==> config.mk <==
export PLATFORM = sky130hd
export DESIGN_NAME = capsamp_seq
export DESIGN_NICKNAME = d
export VERILOG_FILES = /design/src/rtl/capsamp_seq.sv
export SDC_FILE = /design/constraint.sdc
export NUM_CORES = 1
export LEC_CHECK = 0
export BUFFER_PORTS_ARGS = -buffer_cell sky130_fd_sc_hd__buf_2
export CAP_MARGIN = 20
export CORE_ASPECT_RATIO = 0.75
export CORE_UTILIZATION = 39
export DETAILED_ROUTE_END_ITERATION = 10
export PLACE_DENSITY = 0.55
export SLEW_MARGIN = 15
export SYNTH_ARGS = -nofsm -noshare
export SYNTH_HDL_FRONTEND = slang
export SYNTH_SLANG_ARGS = --single-unit
==> constraint.sdc <==
create_clock -name clk -period 3.2 [get_ports clk]
set_input_delay 0.8 -clock clk [delete_from_list [all_inputs] [get_ports clk]]
set_output_delay 0.8 -clock clk [all_outputs]
set_load 0.01 [all_outputs]
==> src/rtl/capsamp_seq.sv <==
module capsamp_seq #(
  parameter int               CFG_BITS  = 8,
  parameter logic [CFG_BITS-1:0] CFG_WORD = 8'hFF,
  parameter logic [CFG_BITS-1:0] WSR_WORD = 8'hFF,
  parameter logic [3:0]       ADDR_CFG  = 4'b1100,
  parameter logic [3:0]       ADDR_WSR  = 4'b1101,
  parameter logic [3:0]       ADDR_READ = 4'b1001,
  parameter int               LOAD_CYC  = 4,
  parameter int               STOP_BITS = 10,
  parameter int               CNT_W     = 12
) (
  input  logic                 clk,
  input  logic                 rst_n,
  input  logic                 trig_in,
  input  logic                 sr_out,
  input  logic [CNT_W-1:0]     n_clk,
  output logic [3:0]           addr,
  output logic                 sdata,
  output logic                 sclk,
  output logic                 den,
  output logic                 dwr,
  output logic                 rsload,
  output logic                 done,
  output logic [STOP_BITS-1:0] stop_pos
);

  localparam int BIT_W = (CFG_BITS > 1) ? $clog2(CFG_BITS) : 1;

  typedef enum logic [2:0] {
    S_CFG, S_WSR, S_ARM, S_STOP, S_LOAD, S_RADDR, S_READ, S_DONE
  } st_t;

  st_t                  st;
  logic                 ph;
  logic [CNT_W-1:0]     cnt;
  logic [CNT_W-1:0]     n_lat;
  logic [2:0]           tsync;
  logic [STOP_BITS-1:0] stop_sh;

  wire trig_rise = tsync[1] & ~tsync[2];
  wire last_bit  = (cnt == CNT_W'(CFG_BITS - 1));
  wire last_ld   = (cnt == CNT_W'(LOAD_CYC - 1));
  wire last_rd   = (cnt == n_lat - CNT_W'(1));
  wire shifting  = (st == S_CFG) || (st == S_WSR) || (st == S_READ);
  wire [BIT_W-1:0] bidx = BIT_W'(CFG_BITS - 1) - cnt[BIT_W-1:0];
  wire [STOP_BITS-1:0] stop_nx = {stop_sh[STOP_BITS-2:0], sr_out};

  always_ff @(posedge clk or negedge rst_n) begin
    if (!rst_n) begin
      st       <= S_CFG;
      ph       <= 1'b0;
      cnt      <= '0;
      n_lat    <= '0;
      tsync    <= '0;
      stop_sh  <= '0;
      stop_pos <= '0;
    end else begin
      tsync <= {tsync[1:0], trig_in};
      case (st)
        S_CFG, S_WSR: begin
          ph <= ~ph;
          if (ph) begin
            if (last_bit) begin
              cnt <= '0;
              st  <= (st == S_CFG) ? S_WSR : S_ARM;
            end else begin
              cnt <= cnt + CNT_W'(1);
            end
          end
        end
        S_ARM: if (trig_rise) st <= S_STOP;
        S_STOP: begin
          cnt <= '0;
          st  <= S_LOAD;
        end
        S_LOAD: begin
          if (last_ld) begin
            cnt <= '0;
            st  <= S_RADDR;
          end else begin
            cnt <= cnt + CNT_W'(1);
          end
        end
        S_RADDR: begin
          n_lat   <= n_clk;
          stop_sh <= '0;
          if (n_clk == '0) begin
            stop_pos <= '0;
            st       <= S_DONE;
          end else begin
            st <= S_READ;
          end
        end
        S_READ: begin
          ph <= ~ph;
          if (ph) begin
            stop_sh <= stop_nx;
            if (last_rd) begin
              cnt      <= '0;
              stop_pos <= stop_nx;
              st       <= S_DONE;
            end else begin
              cnt <= cnt + CNT_W'(1);
            end
          end
        end
        default: st <= S_ARM;
      endcase
    end
  end

  assign sclk   = ph & shifting;
  assign den    = (st != S_CFG) && (st != S_WSR);
  assign dwr    = (st == S_ARM);
  assign rsload = (st == S_LOAD);
  assign done   = (st == S_DONE);
  assign sdata  = (st == S_CFG) ? CFG_WORD[bidx] :
                  (st == S_WSR) ? WSR_WORD[bidx] : 1'b0;

  always_comb begin
    case (st)
      S_CFG:                  addr = ADDR_CFG;
      S_ARM, S_STOP, S_LOAD,
      S_WSR:                  addr = ADDR_WSR;
      default:                addr = ADDR_READ;
    endcase
  end


  wr_under_en_chk: assert property (@(posedge clk) disable iff (!rst_n)
    dwr |-> den);


  stop_keeps_en_chk: assert property (@(posedge clk) disable iff (!rst_n)
    $fell(dwr) |-> (den && !rsload));


  load_gap_chk: assert property (@(posedge clk) disable iff (!rst_n)
    $rose(rsload) |-> $past(!dwr && den));


  serial_hold_chk: assert property (@(posedge clk) disable iff (!rst_n)
    sclk |-> ($stable(sdata) && $stable(addr)));


  read_addr_chk: assert property (@(posedge clk) disable iff (!rst_n)
    (sclk && den) |-> (addr == ADDR_READ));


  done_single_chk: assert property (@(posedge clk) disable iff (!rst_n)
    done |=> !done);

endmodule

==> results.md, run 1 <==
Status:
- The flow ran to the end, and the final reports show no timing, DRC or antenna violations.

Clocking:
- TritonCTS built the clock tree.
- The post-CTS resize count is 0.
- The clock latency at the later pin of the worst-skew pair is 0.31 ns.
- The CTS buffer count is 5.
- For this design, the CTS-stage hold fixing added 0 buffers.
- Post-CTS timing repair inserted 0 buffers for setup.
- The H-tree depth reported by CTS is 2.
- Clock-pin slew was measured on the worst setup and hold paths at roughly 0.10 ns.
- The library cell used as clock root buffer is clkbuf_8.
- The maximum clock path buffer count is 2.
- Clock tree synthesis found a total of 50 sinks.

Power and ir drop:
- For this design the ratio of total power to cell area is around 860 nW/um^2.
- The worst voltage drop across the vdd grid is between 300 and 400 uV.
- In this run the static leakage power is 1.51 nW.
- Power comes to about 2.8 mW.

Placement:
- After legalization and detailed placement, the total HPWL measured 5010 um.
- The placed instances occupy a cell area of approximately 3200 um^2.
- The global placement routability congestion is ~0.78.
- Input and output buffers added on the ports amount to 33.
- The worst slack at placement is between 0.3 and 0.4 ns.

Detailed routing:
- The antenna violation net count after detailed routing is 0.
- The total via count in the routed design is around 2300.
- In the final routed layout, each cell accounts on average for between 15 and 20 um.
- The detailed router finished its first iteration with a little over 90 violations.
- The post-detailed-route DRC marker count is 0.
- Summed over all layers, the routed wires come to roughly 6900 um.
- The via-per-instance ratio is 5.40.
- The first detailed-routing pass ran for 4 iterations.

Floorplan:
- The floorplan step set the die width to 102 um.
- The effective utilization at floorplan is approximately two fifths.
- 36 I/O pins were placed.
- The number of standard-cell rows in the floorplan is 26.
- The placeable core area is between 7000 and 8000 um^2.
- The die covers 7880 um^2.
- In this run the vertical extent of the chip is between 70 and 80 um.

Logic synthesis:
- The share of flip-flops with an asynchronous set or reset is 100%.
- The cell count after synthesis is between 300 and 400.
- During synthesis, Yosys emitted a total of 0 warnings.
- The net count after synthesis is about 330.
- The register bit count reported by yosys is 50.
- The commonest register cell after synthesis is dfrtp_1.
- Counting distinct cell types in the post-synthesis netlist gives 58.
- Dividing the synthesized area by the synthesized cell count gives 9.69 um^2.
- The count of flip-flops with a built-in enable after synthesis is 0.
- After synthesis the cells add up to 2940 um^2.
- Sequential elements use 42.6% of the synthesized area.

Setup path:
- Of all nets on the critical path, the largest fanout is 15.
- The type of destination of the critical path is an output port.
- STA puts the critical path data required time at between 2 and 2.5 ns.
- The setup path with the least slack is of type reg2out.
- The sort of element at the start of the critical path is a register.
- At the worst endpoint, the arrival time is 2.09 ns.
- The largest single stage delay on the critical path is 0.49 ns.
- The critical path goes through inv_1 > ha_1 > nand2_1 > a21oi_1 > buf_2.
- The slowest stage of the critical path belongs to the cell ha_1.

Layout:
- The number of nets at the end of the flow is between 300 and 400.
- In the final layout, the share of cells above drive strength 1 is a little over a quarter.
- The final standard cell utilization of the core is approximately 47%.
- Counting the fill cells in the layout gives 673.
- The library cell used most frequently in the layout, excluding fill and tap cells, is dfrtp_1.
- Compared with the post-synthesis result, the final layout area differs by 11.8%.
- In the layout the commonest cells are 50 x dfrtp_1, 33 x buf_2, 32 x nand2_1.
- Once layout is done, the placed cells without fillers occupy approximately 3300 um^2.
- The antenna diode instance count is 0.

STA:
- The number of pins with negative max-slew slack in the final report is 0.
- The final setup TNS is 0 ns.
- Timing would allow up to between 300 and 400 MHz.
- For the pin with the worst max-slew slack, the measured transition is 0.945 ns.
- The number of failing hold endpoints at the final stage is 0.
- Setup violations remaining at the end of the flow were counted as 0.
- The final period utilization is approximately nine tenths.
- The final critical delay including setup and external delays is 2.89 ns.
- Across the routed clock network, the largest skew measured is 0.00984 ns.
- The worst pin sits at a relative slew slack of 36.7%.
- The setup slack of the critical path after layout is between 0.3 and 0.4 ns.
- Setup repair after global routing left no endpoint under its margin.

Global routing:
- The global-route usage over all layers is about a fifth.
- The via count of the first global-routing pass is 2049.
- The initial antenna violation count was 0.
- The first global-routing pass estimated between 10000 and 15000 um of wire.
- Summed over all layers, the global routing overflow is 0.
- The maximum number of pins on one net before global-route repair is 27.

Run:
- The count of maximum capacitance violations is 0.

Min path:
- The kind of path behind the tightest hold check is reg2reg.
[worst max-delay path: cells and delay by family (launching register included)]
kind	cells	cell delay (ns)
AOI/OAI and AO/OA	1	0.27
DFF	1	0.43
buffers and inverters	2	0.27
adders and majority gates	1	0.49
and+or+nand+nor	1	0.33
[registers in the layout, summed over array words and instances, names as in the netlist]
register and flops:
st 3, cnt 12, ph 1, stop_pos 10, tsync 3, stop_sh 9, n_lat 12
[synthesized netlist by cell type, types with 3 or more instances]
cell type	number	area [um^2]
dfrtp_1	50	1250
nand2_1	32	120
mux2_2	23	259
nor2_1	15	56.3
o21ai_0	15	75.1
clkbuf_1	14	52.6
and3_1	11	68.8
inv_1	10	37.5
a22o_1	9	78.8
o211ai_1	9	67.6
nor3_1	8	40.0
xnor2_1	8	70.1
or3_1	7	43.8
xor2_1	7	61.3
ha_1	6	75.1
nor4_1	6	37.5
nand3_1	5	25.0
or2_2	5	31.3
a21oi_1	4	20.0
buf_4	4	30.0
a31oi_1	3	18.8
nand3b_1	3	22.5
nand4_1	3	18.8
nor2b_1	3	18.8
or4_1	3	22.5
[routing by layer]
metal | wire length [um] | global-route usage [%]
met4 | 21 | 3.43
met3 | 332 | 3.28
met2 | 2730 | 24.3
met5 | 0 | 0
met1 | 3780 | 31.2
[path summary, 6_finish.rpt]
check	startpoint	endpoint	slack (ns)	cells after the start
hold / removal	tsync[0]$_DFF_PN0_	tsync[1]$_DFF_PN0_	0.36	0
min in group asynchronous	rst_n	n_lat[10]$_DFFE_PN0P_	0.50	1
setup / recovery	st[0]$_DFFE_PN0P_	sclk	0.31	5
max in group asynchronous	rst_n	stop_pos[6]$_DFFE_PN0P_	2.07	2
hold reg to reg	tsync[0]$_DFF_PN0_	tsync[1]$_DFF_PN0_	0.36	0
setup reg to reg	n_lat[3]$_DFFE_PN0P_	cnt[6]$_DFFE_PN0P_	0.32	7
[logic make-up (layout without fill, tap and decap cells)]
group,after synthesis,after routing,synth area share [%]
muxes,25,25,9.50
adders and majority gates,6,6,2.56
other,2,2,0.256
AOI/OAI and AO/OA,57,57,14.3
xor gates and xnor gates,15,15,4.47
DFF,50,50,42.6
and+or+nand+nor,115,115,21.2
buffers and inverters,33,58,5.11
[per-stage QoR]
| stage | hold WS, ns | cells |
|---|---|---|
| after global routing | 0.368 | 426 |
| after CTS | 0.358 | 426 |
| after detailed placement | 0.336 | 418 |
| after floorplan | 0.331 | 303 |
| final | 0.356 | 426 |
| after global placement | 0.332 | 418 |
[power breakdown]
| part | internal, mW | total, mW | switching, mW |
|---|---|---|---|
| registers | 0.785 | 1.01 | 0.221 |
| clock network | 0.233 | 0.454 | 0.222 |
| logic | 0.571 | 1.37 | 0.796 |
[area by class of cell]
type | count | area (um^2) | share of cell area [%]
Inverter | 10 | 37.5 | 1.14
Timing Repair Buffer | 40 | 218 | 6.63
Clock inverter | 3 | 45.0 | 1.37
Multi-Input combinational cell | 220 | 1540 | 46.9
Clock buffer | 5 | 68.8 | 2.10
Sequential cell | 50 | 1250 | 38.1
Tap cell | 98 | 123 | 3.73
(Power assumes the default switching activity.)
==> run 2, diff against run 1 <==
--- a/config.mk
+++ b/config.mk
@@ -5,12 +5,12 @@
 export SDC_FILE = /design/constraint.sdc
 export NUM_CORES = 1
 export LEC_CHECK = 0
-export BUFFER_PORTS_ARGS = -buffer_cell sky130_fd_sc_hd__buf_2
 export CAP_MARGIN = 20
 export CORE_ASPECT_RATIO = 0.75
 export CORE_UTILIZATION = 39
 export DETAILED_ROUTE_END_ITERATION = 10
-export PLACE_DENSITY = 0.55
+export DONT_BUFFER_PORTS = 1
+export PLACE_DENSITY = 0.51
 export SLEW_MARGIN = 15
 export SYNTH_ARGS = -nofsm -noshare
 export SYNTH_HDL_FRONTEND = slang
==> results.md, run 2 (synthesized netlist as in run 1, its figures left out) <==
Status:
- The flow ran to the end, and the final reports show no timing, DRC or antenna violations.

Layout:
- The top cell types in the final layout, fill and taps aside, are 50 x dfrtp_1, 32 x nand2_1, 23 x mux2_2.
- The non-filler instance count after layout is between 300 and 400.
- The area of the multi-input gates is ~1500 um^2.
- The number of nets at the end of the flow is 314.
- In the final layout, flip-flops and latches occupy roughly 1300 um^2.
- The filler cell count in the final layout is 705.
- The library cell used most frequently in the layout, excluding fill and tap cells, is dfrtp_1.
- The antenna diode instance count is 0.
- Of the cells placed in the final design, the portion with a size suffix greater than 1 is around 17%.
- From synthesis to final layout, the design area changed by 5.07%.
- The largest registers in the layout are cnt x12, n_lat x12, stop_pos x10.
- The final standard cell utilization of the core is a little over two fifths.

Clocking:
- The sink count of the clock tree is 50.
- The TritonCTS clock tree is yes.
- Once the clock tree was built, the resizer swapped 0 gates to a different size.
- Clock latency on the worst-skew pair, taken at its later pin, is 0.31 ns.
- The CTS buffer count is 5.
- The maximum clock path buffer count is 2.
- The number of buffers inserted for hold repair after clock tree synthesis is 0.
- The library cell used as clock root buffer is clkbuf_8.
- Clock-pin slew was measured on the worst setup and hold paths at around 0.1 ns.
- The H-tree was split into 2 levels.
- In this run the post-CTS setup repair buffer count came out at 0.

Setup path:
- The startpoint-to-endpoint class of the critical path is reg2reg.
- The largest stage delay on the critical path is slightly below 0.7 ns.
- Walking the worst path, the cells encountered are or4_1 > or3_1 > a21o_1 > a2111oi_2 > a31o_2 > nand2_4 > mux2_2.
- In this run the worst path has a maximum fanout of 10.
- The worst setup path is captured at a register.
- For the worst setup path, the data required time is 3.40 ns.
- The largest individual stage delay along the critical path comes from the cell or4_1.
- The data arrival time of the critical path is between 3 and 4 ns.
- STA classifies the critical path startpoint as a register.

Floorplan:
- In this run the core area contains 26 standard-cell rows.
- In this run the standard cell core region covers 7030 um^2.
- In this run the horizontal extent of the chip is approximately 100 um.
- The die boundary height is roughly 77 um.
- 36 I/O pins were placed.
- The effective utilization at floorplan is 41.8%.
- The die outline area is about 8000 um^2.

Detailed routing:
- After detailed routing, the number of vias per cell comes to 5.62.
- The detailed-route wire length is between 6000 and 7000 um.
- The number of design-rule violations left by the first detailed-router iteration is 92.
- The detailed-routing iteration count for the pre-antenna-repair pass is 4.
- The total via count in the routed design is ~2200.
- Dividing the detail-routed wire length by the instance count gives around 17 um.
- The count of nets left with antenna violations once routing finished came out at 0.
- In the routed design, unresolved DRC markers number 0.

STA:
- The worst path in the final design needs a cycle of between 2 and 3 ns, including I/O delays and setup.
- In the final timing run, aggregate negative setup slack is 0 ns.
- For this run, the top clock speed supported by timing is between 300 and 400 MHz.
- The final setup violation count is 0.
- Once routing completed, OpenROAD measured the worst setup slack at approximately 0.31 ns.
- The number of pins with negative max-slew slack in the final report is 0.
- The relative max-transition margin is between 40% and 50%.
- The number of failing hold endpoints at the final stage came to 0.
- The setup skew after layout is roughly 0.0094 ns.
- The worst path uses 90.4% of the clock period.
- Setup repair after global routing left no endpoint under its margin.
- The slew at the pin closest to its max-slew limit is just under 0.8 ns.

Run:
- Across the run, the number of max-cap violations was 0.

Placement:
- The worst slack at placement is approximately 0.31 ns.
- The number of buffers inserted by port buffering is 0.
- Once placement completed, the tool counted placed cells totaling 383.
- The congestion estimate from routability-driven global placement came to just under 0.8.
- The estimated wirelength of the detail-placed design is ~4700 um.

Global routing:
- The global-route congestion overflow total is 0.
- Entering global routing, the biggest net connects 51 pins.
- The initial antenna violation count is 0.
- The via count of the first global-routing pass is 2101.
- The first-pass GRT wire length is between 10000 and 15000 um.
- For this run, the total global-route usage over all layers was measured as a little under a fifth.

Power and ir drop:
- The standby leakage power is roughly 1.3 nW.
- The worst voltage drop across the vdd grid is a little under 300 uV.
- Summing internal, switching and leakage power gives 2.69 mW.
- For this design the ratio of total power to cell area is roughly 870 nW/um^2.

Min path:
- The worst hold path belongs to the class in2async.
==> run 2: changes by cell type in the layout (fill, tap and decap cells not counted), sizes merged <==
| cell | delta |
|---|---|
| clkinvlp | -1 |
| buf | -35 |
| clkinv | +1 |
| clkbuf | +1 |
| bufinv | -1 |
==> run 2: worst paths after layout <==
path                                      endpoint  depth (start not counted)                 start  slack, ns
setup / recovery           stop_pos[2]$_DFFE_PN0P_                          7  n_lat[3]$_DFFE_PN0P_       0.31
hold / removal              stop_sh[8]$_DFFE_PN0P_                          0                 rst_n       0.18
setup reg to reg           stop_pos[2]$_DFFE_PN0P_                          7  n_lat[3]$_DFFE_PN0P_       0.31
hold reg to reg                 tsync[1]$_DFF_PN0_                          0    tsync[0]$_DFF_PN0_       0.36
max in group asynchronous   stop_sh[2]$_DFFE_PN0P_                          0                 rst_n       2.92
min in group clk                tsync[1]$_DFF_PN0_                          0    tsync[0]$_DFF_PN0_       0.36
==> run 2: layout make-up <==
class	instances	area share [%]
tap	98	3.97
clock inverter	2	0.406
inverter	10	1.22
clock buffer	6	2.68
timing repair buffer	5	1.22
sequential	50	40.6
multi-input combinational	220	50.0
==> run 2: metal layers <==
metal	wire, um	up-vias	track usage (%)
li1	-	1056	-
met1	3620	1090	27.4
met2	2620	45	25.1
met3	269	7	4.01
met4	67	0	5.57
met5	0	-	0
==> run 2: through the flow <==
step	hold WS, ns	area, um^2
final	0.178	3090
after global routing	0.146	3090
after CTS	0.160	3090
after detailed placement	0.336	2990
after global placement	0.334	2990
after floorplan	0.331	2940
==> run 2: critical path: cells and delay by family (launching register included) <==
family / cells / cell delay, ns
AO/OA/AOI/OAI: 3 / 0.80
flip-flops: 1 / 0.45
multiplexers: 1 / 0.30
AND/OR/NAND/NOR: 3 / 1.22
==> run 2: report_power, final <==
group	switching [mW]	internal [mW]
clock	0.223	0.174
combinational	0.751	0.528
sequential	0.227	0.785
==> run 3, diff against run 2 <==
--- a/config.mk
+++ b/config.mk
@@ -7,10 +7,10 @@
 export LEC_CHECK = 0
 export CAP_MARGIN = 20
 export CORE_ASPECT_RATIO = 0.75
-export CORE_UTILIZATION = 39
+export CORE_UTILIZATION = 45
 export DETAILED_ROUTE_END_ITERATION = 10
 export DONT_BUFFER_PORTS = 1
-export PLACE_DENSITY = 0.51
+export PLACE_DENSITY = 0.58
 export SLEW_MARGIN = 15
 export SYNTH_ARGS = -nofsm -noshare
 export SYNTH_HDL_FRONTEND = slang
==> results.md, run 3 (synthesized netlist as in run 1, its figures left out) <==
Clocking:
- Buffers inserted to repair hold after CTS numbered 0.
- The sink count of the clock tree is 50.
- The H-tree depth reported by CTS is 2.
- The clock reaches the later pin of the worst-skew pair after roughly 0.31 ns.
- Clock tree synthesis selected as its root buffer the cell clkbuf_8.
- The CTS buffer count is 5.
- In this run the post-CTS setup repair buffer count came out at 0.
- TritonCTS built the clock tree.
- The clock input transition at the sequential cells of the worst setup and hold paths is approximately 0.1 ns.
- The longest clock path from root to sink contains 2 buffers.
- Once the clock tree was built, the resizer swapped 0 gates to a different size.

Placement:
- The cell count after placement is around 370.
- The congestion estimate from routability-driven global placement came to 0.929.
- Input and output buffers added on the ports amount to 0.
- The worst slack at placement is about 0.27 ns.
- Detailed placement finished with a half-perimeter wire length of 4740 um.

Setup path:
- The cell count along the critical path is 7.
- For this run, the slowest stage of the critical path takes 0.69 ns.
- The critical path required time is 3.37 ns.
- The worst register-to-register path begins at n_lat[3]$_DFFE_PN0P_.
- The worst setup path is of the reg2reg kind.
- Counting both buffers and inverters, the worst setup path holds a total of 0.
- The worst setup path is captured at a register.
- Measured in cells, the most critical reg-to-reg path has a length of 7.
- Setup slack on the worst reg-to-reg path comes out at a little under 0.3 ns.
- The kind of cell adding the most delay to the critical path is compound AO/OA/AOI/OAI gates.
- The data arrival time of the critical path is ~3.1 ns.
- For this design, the slowest cell found on the critical path is or4_1.
- Traced cell by cell, the critical path runs through or4_1 > or2_2 > o311a_1 > o21ai_0 > a41oi_2 > o21ai_2 > o211ai_1.
- The maximum net fanout on the critical path is 10.
- The endpoint identified for the worst register-to-register timing path is cnt[10]$_DFFE_PN0P_.
- The sort of element at the start of the critical path is a register.
- In this run the worst setup path begins at n_lat[3]$_DFFE_PN0P_.

Global routing:
- The first global-routing pass estimated 10600 um of wire.
- The via count of the first global-routing pass is roughly 2000.
- The global-route congestion overflow total is 0.
- Entering global routing, the biggest net connects between 50 and 60 pins.
- For this run, the total global-route usage over all layers was measured as roughly a fifth.
- In this run the most used layer during global routing was met1.
- The met2 usage in global routing is 27.1%.
- The initial antenna violation count was 0.
- In the global route stage, met1 resource usage came out at between 30% and 40%.
- The met3 global-route usage is under 10%.

Layout:
- The repair_antennas step left the layout with diodes totalling 0.
- Once layout is complete, the utilization of the core stands at approximately 49%.
- The area of the multi-input gates is between 1500 and 2000 um^2.
- The number of nets at the end of the flow is 313.
- The post-synthesis to final-layout area growth is 4.01%.
- Leaving out filler cells and counting taps, the final layout contains about 370.
- Leaving out fill and tap cells, the most frequent cell in the layout is dfrtp_1.
- The filler cell count in the final layout is 594.
- The largest registers in the layout are cnt x12, n_lat x12, stop_pos x10.
- Leaving out fill and tap cells, the most frequent cells in the layout are 50 x dfrtp_1, 32 x nand2_1, 23 x mux2_2.
- The fraction of layout instances using a drive strength above 1 is approximately 17%.
- The sequential cells in the finished layout cover a total of ~1300 um^2.

STA:
- The final setup violation count is 0.
- Dividing the final minimum period by the clock period gives 90.9%.
- The number of failing hold endpoints at the final stage is 0.
- The worst hold slack after final layout is 0.174 ns.
- The number of pins with negative max-slew slack in the final report came to 0.
- The maximum clock frequency is about 340 MHz.
- Setup repair after global routing left no endpoint under its margin.
- The relative max-transition margin is 45.1%.
- The setup skew after layout is roughly 0.013 ns.
- Setup slack closes at just under 0.3 ns.
- The final critical delay including setup and external delays is 2.91 ns.
- The final setup TNS is 0 ns.
- The slew at the pin closest to its max-slew limit is just over 0.8 ns.

Floorplan:
- The effective utilization at floorplan is a little under half.
- The width of the chip is between 90 and 100 um.
- The floorplan has 25 rows.
- The placeable core area is between 6000 and 7000 um^2.
- The number of ports placed on the die boundary is 36.
- The die outline area is roughly 6900 um^2.
- Measured along the y axis, the die boundary spans 72.0 um.

Detailed routing:
- Before antenna repair, the detailed router went through 4 iterations.
- The total via count in the routed design is about 2200.
- The detailed router finished its first iteration with about 110 violations.
- The via-per-instance ratio is between 5 and 6.
- The routed design has approximately 6700 um of wire.
- In the final routed layout, each cell accounts on average for roughly 18 um.
- The post-detailed-route DRC marker count is 0.
- In this run the remaining antenna-violating nets after routing total 0.

Min path:
- The kind of path behind the tightest hold check is in2async.

Power and ir drop:
- The share of total power dissipated in combinational logic is between 40% and 50%.
- The power spent charging and discharging nets is 1.22 mW.
- The standby leakage power is around 1.3 nW.
- Of the total power, the share spent switching nets is around 45%.
- The worst voltage drop across the vdd grid is between 400 and 500 uV.
- The sequential power share is about two fifths.
- The share of total power in the clock network is approximately 14%.
- Internal power comes to around 1.5 mW.
- The power density over cell area is 877 nW/um^2.

Status:
- The run finished with clean final reports.

Run:
- The count of maximum capacitance violations is 0.
-- run 3: metal layers --
metal	vias up	wire, um
met5	-	0
met4	0	44
met3	4	472
met2	61	2710
met1	1076	3430
li1	1056	-
-- run 3: final cells by class --
cell class	instances	share of cell area, %
multi-input cells	220	50.5
flip-flops and latches	50	41.0
well taps	81	3.32
repair buffers	4	0.983
clock inverters	3	0.778
clock buffers	5	2.25
inverters	10	1.23
-- run 3: power by group through the flow --
stage	combinational (mW)	sequential [mW]	clock, mW
finish	1.26	1.03	0.384
floorplan	1.06	0.923	0
global placement	1.25	1.03	0
global route	1.41	1.06	0.415
CTS	1.27	1.02	0.397
detailed placement	1.26	1.03	0
-- run 3: worst reg2reg max path, delay by kind of cell, from the launching register on --
family,cells,cell delay (ns)
flops,1,0.46
compound gates,5,1.27
simple gates,2,1.05
-- run 3: worst max path at each step --
stage	end	slack, ns
floorplan	stop_pos[0]$_DFFE_PN0P_	0.58
global placement	cnt[8]$_DFFE_PN0P_	0.38
detailed placement	cnt[1]$_DFFE_PN0P_	0.27
CTS	cnt[10]$_DFFE_PN0P_	0.25
global route	cnt[10]$_DFFE_PN0P_	0.07
finish	cnt[10]$_DFFE_PN0P_	0.29
-- run 3: per-stage QoR --
step | power [mW] | cell area (um^2)
floorplan | 1.98 | 2940
global placement | 2.28 | 2960
detailed placement | 2.29 | 2960
CTS | 2.69 | 3050
global route | 2.89 | 3050
finish | 2.68 | 3050
